[src/rtl/curs_overlay_pkg.sv]
package curs_overlay_pkg;
  localparam int PAT_W = 16;
  localparam int SUB_W = $clog2(PAT_W / 2);

  typedef struct packed {
    logic             vld;
    logic             hit;
    logic             black;
    logic             badDepth;
    logic [SUB_W-1:0] sub;
  } mix_strobe_t;
endpackage

[src/rtl/curs_overlay_ctrl.sv]
module curs_overlay_ctrl
  import curs_overlay_pkg::*;
#(
  parameter int COORD_W  = 12,
  parameter int CUR_SIZE = 64,
  parameter int DEPTH_W  = 3,
  parameter int DEPTH8   = 3,
  localparam int CUR_LOG = $clog2(CUR_SIZE),
  localparam int PAT_AW  = 2 * CUR_LOG - SUB_W
) (
  input  logic                 clk,
  input  logic                 rstN,
  input  logic                 inValid,
  input  logic [COORD_W-1:0]   inX,
  input  logic [COORD_W-1:0]   inY,
  input  logic [2*COORD_W-1:0] curPos,
  input  logic                 forceBlank,
  input  logic                 cursorOff,
  input  logic [DEPTH_W-1:0]   depthSel,
  output logic [PAT_AW-1:0]    patAddr,
  output mix_strobe_t          stb,
  output logic [COORD_W-1:0]   stgX,
  output logic [COORD_W-1:0]   stgY
);
  logic [COORD_W-1:0] xCur, yCur;
  logic [COORD_W:0]   diffX, diffY;
  logic               inWinX, inWinY, hitNow, badNow;

  always_comb begin
    xCur   = curPos[2*COORD_W-1:COORD_W];
    yCur   = curPos[COORD_W-1:0];
    diffX  = {1'b0, inX} - {1'b0, xCur};
    diffY  = {1'b0, inY} - {1'b0, yCur};
    inWinX = !diffX[COORD_W] && (diffX[COORD_W-1:0] < COORD_W'(CUR_SIZE));
    inWinY = !diffY[COORD_W] && (diffY[COORD_W-1:0] < COORD_W'(CUR_SIZE));
    hitNow = inWinX && inWinY && !cursorOff;
    badNow = depthSel != DEPTH_W'(DEPTH8);
    patAddr = {diffY[CUR_LOG-1:0], diffX[CUR_LOG-1:SUB_W]};
  end

  always_ff @(posedge clk) begin
    if (!rstN) begin
      stb  <= '0;
      stgX <= '0;
      stgY <= '0;
    end else begin
      stb.vld      <= inValid;
      stb.hit      <= hitNow;
      stb.black    <= forceBlank || badNow;
      stb.badDepth <= badNow;
      stb.sub      <= diffX[SUB_W-1:0];
      stgX         <= inX;
      stgY         <= inY;
    end
  end

  // a disabled cursor never produces a hit
  a_r8_off_no_hit: assert property (@(posedge clk) disable iff (!rstN)
    inValid && cursorOff |=> !stb.hit);

  // a pixel left of the origin is never inside
  a_r2_left_miss: assert property (@(posedge clk) disable iff (!rstN)
    inValid && (inX < curPos[2*COORD_W-1:COORD_W]) |=> !stb.hit);
endmodule

[src/rtl/curs_overlay_dp.sv]
module curs_overlay_dp
  import curs_overlay_pkg::*;
#(
  parameter int COORD_W = 12,
  parameter int COLOR_W = 24
) (
  input  logic                 clk,
  input  logic                 rstN,
  input  mix_strobe_t          stb,
  input  logic [COORD_W-1:0]   stgX,
  input  logic [COORD_W-1:0]   stgY,
  input  logic [PAT_W-1:0]     patData,
  input  logic [COLOR_W-1:0]   palData,
  input  logic [3*COLOR_W-1:0] curPal,
  output logic                 outValid,
  output logic [COORD_W-1:0]   outX,
  output logic [COORD_W-1:0]   outY,
  output logic [COLOR_W-1:0]   outRgb,
  output logic                 outDepthErr
);
  logic [1:0]         code;
  logic [COLOR_W-1:0] mixRgb;

  always_comb begin
    code = patData[{stb.sub, 1'b0} +: 2];
    if (stb.black) begin
      mixRgb = '0;
    end else if (stb.hit) begin
      case (code)
        2'd1:    mixRgb = curPal[0*COLOR_W +: COLOR_W];
        2'd2:    mixRgb = curPal[1*COLOR_W +: COLOR_W];
        2'd3:    mixRgb = curPal[2*COLOR_W +: COLOR_W];
        default: mixRgb = palData;
      endcase
    end else begin
      mixRgb = palData;
    end
  end

  always_ff @(posedge clk) begin
    if (!rstN) begin
      outValid    <= 1'b0;
      outX        <= '0;
      outY        <= '0;
      outRgb      <= '0;
      outDepthErr <= 1'b0;
    end else begin
      outValid    <= stb.vld;
      outX        <= stgX;
      outY        <= stgY;
      outRgb      <= mixRgb;
      outDepthErr <= stb.badDepth;
    end
  end

  // blanked pixels leave black
  a_r9_blank_black: assert property (@(posedge clk) disable iff (!rstN)
    stb.vld && stb.black |=> outRgb == '0);

  // unsupported depth raises the flag
  a_r10_depth_flag: assert property (@(posedge clk) disable iff (!rstN)
    stb.vld && stb.badDepth |=> outDepthErr && outRgb == '0);

  // a miss passes the palette colour through
  a_r6_miss_palette: assert property (@(posedge clk) disable iff (!rstN)
    stb.vld && !stb.black && !stb.hit |=> outRgb == $past(palData));
endmodule

[src/rtl/curs_overlay_mix.sv]
module curs_overlay_mix
  import curs_overlay_pkg::*;
#(
  parameter int COORD_W  = 12,
  parameter int IDX_W    = 8,
  parameter int COLOR_W  = 24,
  parameter int CUR_SIZE = 64,
  parameter int DEPTH_W  = 3,
  parameter int DEPTH8   = 3,
  localparam int CUR_LOG = $clog2(CUR_SIZE),
  localparam int PAT_AW  = 2 * CUR_LOG - SUB_W
) (
  input  logic                 clk,
  input  logic                 rstN,
  input  logic                 inValid,
  input  logic [COORD_W-1:0]   inX,
  input  logic [COORD_W-1:0]   inY,
  input  logic [IDX_W-1:0]     inIndex,
  input  logic [2*COORD_W-1:0] curPos,
  input  logic                 forceBlank,
  input  logic                 cursorOff,
  input  logic [DEPTH_W-1:0]   depthSel,
  output logic [PAT_AW-1:0]    patAddr,
  input  logic [PAT_W-1:0]     patData,
  output logic [IDX_W-1:0]     palAddr,
  input  logic [COLOR_W-1:0]   palData,
  input  logic [3*COLOR_W-1:0] curPal,
  output logic                 outValid,
  output logic [COORD_W-1:0]   outX,
  output logic [COORD_W-1:0]   outY,
  output logic [COLOR_W-1:0]   outRgb,
  output logic                 outDepthErr
);
  mix_strobe_t        stb;
  logic [COORD_W-1:0] stgX, stgY;

  assign palAddr = inIndex;

  curs_overlay_ctrl #(
    .COORD_W(COORD_W), .CUR_SIZE(CUR_SIZE), .DEPTH_W(DEPTH_W), .DEPTH8(DEPTH8)
  ) u_ctrl (
    .clk(clk), .rstN(rstN), .inValid(inValid), .inX(inX), .inY(inY),
    .curPos(curPos), .forceBlank(forceBlank), .cursorOff(cursorOff),
    .depthSel(depthSel), .patAddr(patAddr), .stb(stb), .stgX(stgX), .stgY(stgY)
  );

  curs_overlay_dp #(.COORD_W(COORD_W), .COLOR_W(COLOR_W)) u_dp (
    .clk(clk), .rstN(rstN), .stb(stb), .stgX(stgX), .stgY(stgY),
    .patData(patData), .palData(palData), .curPal(curPal),
    .outValid(outValid), .outX(outX), .outY(outY), .outRgb(outRgb),
    .outDepthErr(outDepthErr)
  );

  // valid pixels leave two edges later
  a_r1_latency: assert property (@(posedge clk) disable iff (!rstN)
    inValid |=> ##1 outValid);

  // idle cycles stay idle
  a_r1_idle: assert property (@(posedge clk) disable iff (!rstN)
    !inValid |=> ##1 !outValid);
endmodule

[config.mk]
export PLATFORM = sky130hd
export DESIGN_NAME = curs_overlay_mix
export DESIGN_NICKNAME = d
export VERILOG_FILES = /design/src/rtl/curs_overlay_pkg.sv /design/src/rtl/curs_overlay_ctrl.sv /design/src/rtl/curs_overlay_dp.sv /design/src/rtl/curs_overlay_mix.sv
export SDC_FILE = /design/constraint.sdc
export NUM_CORES = 1
export LEC_CHECK = 0
export ABC_AREA = 1
export BUFFER_PORTS_ARGS = -buffer_cell sky130_fd_sc_hd__buf_2
export CORE_MARGIN = 1.5
export CORE_UTILIZATION = 35
export CTS_CLUSTER_SIZE = 10
export DETAILED_ROUTE_END_ITERATION = 7
export GPL_TIMING_DRIVEN = 0
export PLACE_DENSITY = 0.67
export SYNTH_ARGS = -nofsm -noshare
export SYNTH_HDL_FRONTEND = slang
export SYNTH_SLANG_ARGS = --single-unit
[constraint.sdc]
create_clock -name clk -period 2 [get_ports clk]
set_input_delay 0.4 -clock clk [delete_from_list [all_inputs] [get_ports clk]]
set_output_delay 0.4 -clock clk [all_outputs]
set_load 0.03 [all_outputs]
[After elaboration in Yosys (flattened, before gate mapping)]
Cells that the tools add are included.
Cells by class
  shifts and indexed selects: 1
  bitwise operators: 1
  reductions and logical operators: 9
  add/subtract/negate cells: 2
  eq/ne operators: 4
  magnitude comparators: 2
  muxes and demuxes: 2
Operator list (number)
  $pmux 24 s3: 1
  $sub 12x12->13: 2
  $lt 12x7->1 const B: 2
  $mux 24: 1
  $shiftx 16x5->2: 1
  $eq 2x2->1 const B: 2
  $logic_and 1x1->1: 4
  $logic_not 1->1: 3
  $ne 3x2->1 const B: 1
  $eq 2x1->1 const B: 1
  $reduce_or 2->1: 1
  $logic_or 1x1->1: 1
  $not 1->1: 1
Storage, ports and cells
  bits in registers: 81
  input bits: 176
  output and inout port bits: 67
  word-level logic and storage cells: 33

[Logic depth before layout (Yosys ltp)]
Gate-level depths: netlist of the first run.
  depth in word-level cells: 5
  mapped depth: 15
  depth with buffers taken out: 15

[Modules after synthesis]
A second synthesis of the first run with hierarchy kept.
Second synthesis, totals
  cell total of the unflattened synthesis: 820
  area total of the unflattened synthesis: 5217.5 um^2
Modules (own cells, without submodules)
  curs_overlay_dp: sequential area each 1001.0 um^2, area each 2793.9 um^2, cells each 432, instances 1
  curs_overlay_ctrl: sequential area each 620.6 um^2, area each 2363.5 um^2, cells each 380, instances 1
  curs_overlay_mix: sequential area each 0.0 um^2, area each 60.1 um^2, cells each 8, instances 1

[Least setup slack after synthesis of the first run]
OpenSTA, ideal clock, no wires.
  kind: input-to-output
  start point: input inY[0]
  end point: output patAddr[7]
  required time: 1600 ps
  arrival time: 1785 ps
  slack: -185 ps
  cell stages on the path: 8
  path through: inv_1 ha_1 inv_1 fa_1 nand2_1 nand2_1 and2_1 xor2_1
On the way
  cells in the longest elaborated chain, start to end: 1
RTL lines
  start: declaration: line curs_overlay_mix.sv:17  | input logic [COORD_W-1:0] inY,
  $sub 12x12->13: line curs_overlay_ctrl.sv:33  | diffY = {1'b0, inY} - {1'b0, yCur};
  end: declaration: line curs_overlay_mix.sv:23  | output logic [PAT_AW-1:0] patAddr,
No other way between the ends.

[Worst setup path after layout of the first run]
Same ends and word-level chain as after synthesis.

==> results of run 1 <==
logic make-up (layout without fill, tap and decap cells):
kind of cell | count (synthesis) | in the layout | synth area share, %
fa+ha+maj | 26 | 26 | 7.27
flops | 81 | 81 | 34.7
buf+inv | 151 | 410 | 14.3
compound gates | 56 | 56 | 6.47
xor+xnor | 7 | 7 | 1.31
other cells | 0 | 1 | 0
simple gates | 426 | 426 | 36.0
cell type report:
class | instances | share of cell area (%)
antenna | 1 | 0.0368
buffer | 30 | 3.07
clock buffer | 11 | 3.72
clock inverter | 4 | 1.45
inverter | 120 | 6.85
multi-input combinational | 515 | 38.2
sequential | 81 | 23.9
tap | 176 | 3.24
timing repair buffer | 245 | 19.6
stage by stage:
step / cell area [µm²] / setup TNS (ns) / power (mW)
floorplan: 4690 / -0.0539 / 2.66
global placement: 6080 / -1.40 / 3.09
detailed placement: 6080 / -1.47 / 3.09
CTS: 6660 / -0.134 / 5.15
global route: 6800 / -0.165 / 5.45
finish: 6800 / -0.0419 / 5.14
power breakdown:
group          switching [mW]  total [mW]  internal [mW]  leakage [nW]
clock network           0.654        1.94           1.29         0.172
registers              0.0232        1.71           1.69         0.669
logic                   0.883        1.49          0.603          3.23
worst max path at each step:
| stage | cells past startpoint | slack [ns] | to |
|---|---|---|---|
| 6_report | 10 | -0.04 | patAddr[7] |
| 3_5_place_dp | 11 | -0.45 | patAddr[1] |
| 2_1_floorplan | 8 | -0.04 | patAddr[7] |
| 3_3_place_gp | 11 | -0.40 | patAddr[1] |
| 4_1_cts | 10 | -0.08 | patAddr[7] |
| 5_1_grt | 10 | -0.1 | patAddr[7] |
placed cells by master (no fill, tap or decap), types with 10 or more instances in the layout:
master,n
buf_6,13
nand2_1,275
dfxtp_1,81
o21ai_0,24
nor2_1,95
buf_2,225
ha_1,16
nand3_1,23
nand2_2,10
buf_4,27
a21oi_1,12
inv_1,109
registers in the layout (all words and copies together), names as in the netlist:
name / cells
u_dp.outValid: 1
u_ctrl.stb: 7
u_dp.outDepthErr: 1
u_ctrl.stgX: 12
u_dp.outY: 12
u_dp.outX: 12
u_ctrl.stgY: 12
u_dp.outRgb: 24
routing by layer:
layer	track usage (%)	routed length (µm)	vias up	share of wire [%]
li1	-	-	2731	-
met4	6.10	236	0	1.7
met3	4.92	872	14	6.1
met2	38.9	7350	166	52
met5	0	0	-	0
met1	22.3	5780	2203	41
tightest hold or removal path: stages:
cell and delay, ns:
buf_6 0.08, nand2_1 0.04, inv_1 0.04
what timing repair did:
action	in CTS	in global routing
pin swaps	10	17
hold endpoints to repair	0	0
endpoints found under the setup margin	5	9
gates cloned	0	0
hold buffers	0	0
gates resized for setup	44	32
buffers inserted	6	6
==> results.toml, run 1 <==
[status]
status = "finished with violations"
violations = "setup timing"

[yosys]
async_reset_ff_share_pct = 0
ys_top_cells_by_count = "nand2_1, inv_1, nor2_1"
synth_ff_type = "dfxtp_1"
ys_ff_latch = 81
synthDistinctLibCells = 31
seq_area_frac_synth_pct = 34.7
syn_area_um2 = 4680
synth_top_area_cell = "dfxtp_1"
synth.most_common_cell = "nand2_1"
ys_top_cells_by_area = "dfxtp_1, nand2_1, inv_1"
synth_top_cell_area_share_pct = 34.7
synth_warnings = 0
synth-edff-count = 0
syn_nets = 949
syn_inst = 747
avgSynthCellArea_um2 = 6.26

[floorplan]
dieWidth_um = 119
die_y_um = 119
core_area_um2 = 13100
start_util_pct = 35.6
io_pins = 243
placementRows = 42
die-area_um2 = 14100

[route]
vias_per_cell = 4.32
dr_total_vias = 5114
drt_iter0_drc = 187
final_antenna_net_count = 0
drt-total-wl_mm = 14.2
drt_pass1_iterations = 5
wl_per_cell_um = 12.0
drc = 0

[setup_path]
crit_top_cell = "nand2_2"
crit_buf_inv = 4
crit_path_end_kind = "output port"
crit_slowest_cell = "fa_2"
critical-path-max-stage-delay_ns = 0.34
cp-startpoint = "inY[0]"
crit_type = "input pin to output port"
r2r-start = "u_ctrl.stb[0]"
reg2reg_depth = 12
crit_path_max_fanout = 2
required_ns = 1.60
r2r-end = "u_dp.outRgb[4]"
critical-path-top-delay-family = "adder cells"
arrival_ns = 1.64
startpoint_type = "input pin"
worstPathCellList = "buf_8, inv_6, ha_4, inv_4, fa_2, nand2_2, nand2_2, and2_4, xor2_2, buf_6"
r2r_slack_ns = 0.18

[sta]
fin_crit_ns = 2.04
whs_ns = 0.254
finalWorstSetupSlack_ns = -0.0419
setup_viol = 1
slew_violations = 0
relSlewSlack_pct = 64.3
rsz0062_at_grt = "true"
fmax_mhz = 490
clock-skew-final_ns = 0.00505
finalCritPeriodShare_pct = 102
worst_slew_pin_slew_ns = 0.535
hold_viol = 0

[placement]
hpwlAfterDp_mm = 11.3
dp.cells = 1156
place_ws_ns = -0.446
portBuffers = 233
place_congestion = 0.886

[cells_and_area]
multi_input_area_um2 = 2600
utilization_pct = 51.7
fin_nets = 1204
stdcell_count = 1183
syn_to_final_growth_pct = 45.3
drive_above_1_share_pct = 33.5
fillers = 1373
seq_area_um2 = 1620

[power]
vdd_ir_drop_max_mv = 0.315
leakagePower_nw = 4.07
p_per_area_nw_per_um2 = 756

[clocking]
cts_buffer_depth = 2
cts_tree = "done"
clock_sinks = 81
htreeDepth = 3
cts_inserted_buffers = 9
clk_pin_slew_ns = 0.06
insertion_delay_ns = 0.33
root_buffer = "clkbuf_16"

[min_path]
hold_depth = 3
hp-class = "input pin to flip-flop"
min_to = "u_ctrl.stgX[4]"
min-delay-start = "inX[4]"

[flow_run]
cap_violations = 0

[grt]
gr-total-overflow = 0
grt_pass1_wl_mm = 22.7
grt_usage_pct = 20.5
antenna_found_initial = 1
grt_pass1_vias = 4856
grt_max_degree = 14
No activity file was read; power rests on OpenSTA's default activity.
==> inputs of run 2 (changes only) <==
PLACE_DENSITY = default   (was 0.67)
clock period = 2.5 ns   (was 2 ns; I/O delays follow)
==> results.toml, run 2 (synthesis results as in run 1) <==
[floorplan]
dieWidth_um = 119
core_area_um2 = 13100
start_util_pct = 35.6
die_y_um = 119
die-area_um2 = 14100
placementRows = 42
io_pins = 243

[sta]
slew_violations = 0
finalWorstSetupSlack_ns = 0.0632
relSlewSlack_pct = 61.3
rsz0062_at_grt = "true"
fin_crit_ns = 2.44
clock-skew-final_ns = 0.00254
finalCritPeriodShare_pct = 97.5
fmax_mhz = 410
hold_viol = 0
setup_viol = 0
worst_slew_pin_slew_ns = 0.581

[grt]
gr-total-overflow = 0
use_met2_pct = 37.6
grt_most_used_layer = "met2"
grt.met1_usage_pct = 21.1
grt_usage_pct = 19.5
grt_max_degree = 14
grt_pass1_wl_mm = 21.7
grt_pass1_vias = 4615
antenna_found_initial = 0
grtUsageMet3_pct = 5.07

[power]
swShare_pct = 32.1
pwr-share-clk_pct = 35.0
p_switching_mw = 1.22
vdd_ir_drop_max_mv = 0.304
p_per_area_nw_per_um2 = 591
leakagePower_nw = 3.95
pwr-share-seq_pct = 36.1
p_int_mw = 2.57
p_total_mw = 3.79
pwr-share-comb_pct = 28.9

[route]
vias_per_cell = 4.31
drc = 0
drt_iter0_drc = 154
drt_pass1_iterations = 4
final_antenna_net_count = 0
drt-total-wl_mm = 13.6
wl_per_cell_um = 11.6
dr_total_vias = 5058

[setup_path]
crit_type = "input pin to output port"
crit_path_max_fanout = 3
r2r_slack_ns = 0.68
startpoint_type = "input pin"
arrival_ns = 1.94
required_ns = 2.00
crit_path_end_kind = "output port"

[clocking]
cts_inserted_buffers = 9
clock_sinks = 81
cts_buffer_depth = 2
cts_tree = "done"
htreeDepth = 3
clk_pin_slew_ns = 0.06
root_buffer = "clkbuf_16"
hold_buffers = 0
insertion_delay_ns = 0.34

[cells_and_area]
syn_to_final_growth_pct = 37.1
final_common_cell = "nand2_1"
largest_reg_flops = 24
fin_nets = 1194
seq_area_um2 = 1620
multi_input_area_um2 = 2420
postLayoutCellArea_um2 = 6410
fillers = 1447
largest_register = "u_dp.outRgb"
num_antenna_cells = 0
final_cell_mix = "nand2_1, buf_2, inv_1, nor2_1, dfxtp_1"
utilization_pct = 48.8
drive_above_1_share_pct = 29.7

[status]
status = "completed"

[placement]
place_area_um2 = 6060
hpwlAfterDp_mm = 11.2
portBuffers = 233
place_ws_ns = -0.0943
place_congestion = 0.833

[flow_run]
cap_violations = 0

[min_path]
hp-class = "input pin to flip-flop"
[run 2: cell count changes in the layout (fill, tap and decap cells not counted), sizes merged]
cell	change
buf	-9
bufinv	-2
clkinv	+1
clkinvlp	+1
diode	-1
[run 2: metrics by stage]
step / hold WS [ns] / instances / setup TNS (ns)
5_1_grt: 0.357 / 1173 / -0.00757
6_report: 0.348 / 1173 / 0
4_1_cts: 0.338 / 1172 / 0
2_1_floorplan: 0.390 / 747 / 0
3_3_place_gp: 0.393 / 1156 / -0.0882
3_5_place_dp: 0.398 / 1156 / -0.0943
[run 2: cell type report]
| cell class | instances | area share (%) |
|---|---|---|
| repair buffers | 234 | 18.4 |
| multi-input cells | 515 | 37.8 |
| inverters | 120 | 7.06 |
| clock buffers | 12 | 3.84 |
| plain buffers | 31 | 3.37 |
| well taps | 176 | 3.43 |
| clock inverters | 4 | 0.800 |
| flip-flops and latches | 81 | 25.3 |
[run 2: timing repair]
item / 4_1_cts / 5_1_grt
endpoints found under the setup margin: 1 / 2
cloned: 0 / 0
pin swaps: 0 / 2
buffers inserted: 0 / 1
gates resized for setup: 2 / 15
[run 2: worst max-delay path, stage by stage]
cell and delay (ns):
buf_2 0.12, inv_1 0.06, ha_2 0.18, inv_2 0.06, fa_2 0.41, nand2_2 0.11
nand3_4 0.08, nand2_2 0.07, xnor2_1 0.11, buf_4 0.13, buf_6 0.12
[run 2: final timing paths]
kind                        from         endpoint  cells after the start
hold / removal           inValid    u_ctrl.stb[6]                      3
setup reg to reg   u_ctrl.stb[0]  u_dp.outRgb[12]                     12
setup / recovery          inX[0]       patAddr[1]                     11
hold reg to reg   u_ctrl.stgY[8]     u_dp.outY[8]                      2
[run 2: power by group through the flow]
stage	Combinational (mW)	Sequential, mW	Clock, mW
2_1_floorplan	0.657	1.47	0
5_1_grt	1.23	1.37	1.42
3_3_place_gp	1.08	1.40	0
4_1_cts	1.09	1.37	1.36
3_5_place_dp	1.08	1.40	0
6_report	1.10	1.37	1.33
[run 2: per-layer routing]
layer	up-vias	wire length [µm]
met5	-	0
met4	0	143
met3	9	851
met2	151	6970
met1	2186	5600
li1	2712	-
==> inputs of run 3 (changes only) <==
SYNTH_HIERARCHICAL = 1   (was default)
==> results.toml, run 3 <==
[cells_and_area]
fillers = 1557
seq_area_um2 = 1620
final_cell_mix = "buf_2, nand2_1, inv_1, nand3_1, nor2_1"
drive_above_1_share_pct = 31.0
postLayoutCellArea_um2 = 6950
utilization_pct = 47.8
num_antenna_cells = 0
multi_input_area_um2 = 2710
largest_register = "u_dp/outRgb"
largest_reg_flops = 24
syn_to_final_growth_pct = 33.3
fin_nets = 1267
final_common_cell = "buf_2"

[setup_path]
crit_path_end_kind = "output port"
arrival_ns = 1.95
crit_slowest_cell = "fa_2"
crit_top_cell = "buf_4"
crit_type = "input pin to output port"
startpoint_type = "input pin"
critical-path-max-stage-delay_ns = 0.22
required_ns = 2.00
crit_path_max_fanout = 4
worstPathCellList = "buf_2, inv_1, ha_1, inv_2, fa_2, nand2_2, a21oi_4, xor2_1, buf_4, buf_4"

[yosys]
synth.most_common_cell = "nand2_1"
syn_nets = 1022
ys_ff_latch = 81
syn_inst = 820
ys_top_cells_by_area = "dfxtp_1, nand2_1, inv_1"
seq_area_frac_synth_pct = 31.1
synthDistinctLibCells = 33
synth_warnings = 6
avgSynthCellArea_um2 = 6.36
synth_top_cell_area_share_pct = 31.1
synth_top_area_cell = "dfxtp_1"
syn_area_um2 = 5220
synth-edff-count = 0
async_reset_ff_share_pct = 0
synth_ff_type = "dfxtp_1"
ys_top_cells_by_count = "nand2_1, inv_1, nand3_1"

[clocking]
clock_sinks = 81
insertion_delay_ns = 0.34
clk_pin_slew_ns = 0.06
cts_inserted_buffers = 9
cts_tree = "done"
cts_setup_buffers = 0
root_buffer = "clkbuf_16"
cts_buffer_depth = 2
htreeDepth = 3

[power]
leakagePower_nw = 4.35
pwr-share-seq_pct = 34.1
pwr-share-clk_pct = 33.9
p_per_area_nw_per_um2 = 578
p_switching_mw = 1.38
vdd_ir_drop_max_mv = 0.305
p_int_mw = 2.64
swShare_pct = 34.3
pwr-share-comb_pct = 32.0

[grt]
grt_pass1_wl_mm = 24.6
gr-total-overflow = 0
grt_pass1_vias = 5166
grt_usage_pct = 19.5
antenna_found_initial = 0
grt_max_degree = 15

[sta]
rsz0062_at_grt = "false"
relSlewSlack_pct = 61.3
fin_crit_ns = 2.45
slew_violations = 0
fmax_mhz = 409
setup_viol = 0
hold_viol = 0
finalCritPeriodShare_pct = 97.9
clock-skew-final_ns = 0.00392
worst_slew_pin_slew_ns = 0.580

[floorplan]
core_area_um2 = 14500
io_pins = 243
die_y_um = 125
die-area_um2 = 15600
dieWidth_um = 125
start_util_pct = 35.9
placementRows = 44

[route]
drt_iter0_drc = 296
drc = 0
drt-total-wl_mm = 15.2
wl_per_cell_um = 12.1
vias_per_cell = 4.46
drt_pass1_iterations = 5
dr_total_vias = 5584
final_antenna_net_count = 0

[min_path]
hp-class = "input pin to flip-flop"

[status]
status = "completed"

[placement]
place_area_um2 = 6620
portBuffers = 234
place_congestion = 0.860
hpwlAfterDp_mm = 12.5

[flow_run]
cap_violations = 0
run 3: changes by cell type in the layout (fill, tap and decap cells not counted), moves of 3 or more:
cell	before	now
nand3_2	0	24
inv_1	117	158
o21ai_1	9	0
nor2_1	97	86
inv_2	2	5
nand3_1	23	108
buf_2	236	242
a21oi_1	14	10
o21ai_0	25	3
nor2_2	4	1
buf_1	5	2
nand2_1	281	241
run 3: worst max-delay path: cells and delay by family:
kind                     cells  cell delay, ns
AND/OR/NAND/NOR              1            0.10
buffers and inverters        5            0.52
XOR/XNOR                     1            0.20
adder cells (fa/ha/maj)      2            0.42
AO/OA/AOI/OAI                1            0.20
run 3: layout make-up:
| type | count | area share (%) |
|---|---|---|
| sequential | 81 | 23.3 |
| buffer | 41 | 4.23 |
| timing repair buffer | 234 | 16.9 |
| clock buffer | 10 | 3.44 |
| clock inverter | 5 | 0.918 |
| inverter | 164 | 8.89 |
| tap | 184 | 3.31 |
| multi-input combinational | 534 | 39.0 |
run 3: kinds of logic (layout without fill, tap and decap cells):
kind of cell	Yosys count	in the layout	share of synthesized area, %
AOI/OAI and AO/OA	19	19	2.09
and+or+nand+nor	480	480	41.3
xor gates and xnor gates	9	9	1.51
adders and majority gates	26	26	6.52
DFF	81	81	31.1
buffers and inverters	205	454	17.5
run 3: stage by stage:
step | TNS [ns] | power [mW] | instances | hold slack, ns | setup WS, ns
2_1_floorplan | 0 | 2.28 | 820 | 0.390 | 0.226
3_3_place_gp | -0.0205 | 2.67 | 1238 | 0.392 | -0.0183
3_5_place_dp | -0.00710 | 2.67 | 1238 | 0.395 | -0.00710
4_1_cts | 0 | 4.06 | 1253 | 0.332 | 0.0231
5_1_grt | 0 | 4.26 | 1253 | 0.356 | 0.00624
6_report | 0 | 4.02 | 1253 | 0.348 | 0.0528
run 3: path summary, 6_finish.rpt:
kind,start,endpoint,slack [ns],cells after the start
min,inValid,u_ctrl/stb[6],0.35,3
max reg2reg,u_ctrl/stb[0],u_dp/outRgb[21],0.72,11
min reg2reg,u_ctrl/stgX[6],u_dp/outX[6],0.41,2
max,inX[0],patAddr[1],0.05,10
run 3: repair_timing:
| action | CTS | global route |
|---|---|---|
| hold buffers | 0 | 0 |
| gates resized for setup | 3 | 6 |
| setup endpoints to repair | 2 | 3 |
| cloned | 0 | 0 |
run 3: power by group through the flow:
stage / registers, mW / logic (mW) / clock network (mW)
after floorplan: 1.47 / 0.816 / 0
after global placement: 1.40 / 1.27 / 0
after detailed placement: 1.40 / 1.27 / 0
after CTS: 1.37 / 1.28 / 1.41
after global routing: 1.38 / 1.42 / 1.46
final: 1.37 / 1.29 / 1.36
run 3: per-layer routing:
metal	vias up	wire, µm	track usage, %
met5	-	0	0
met4	0	274	7.09
met3	17	1130	3.68
met2	183	7120	33.0
met1	2434	6650	24.6
li1	2950	-	-
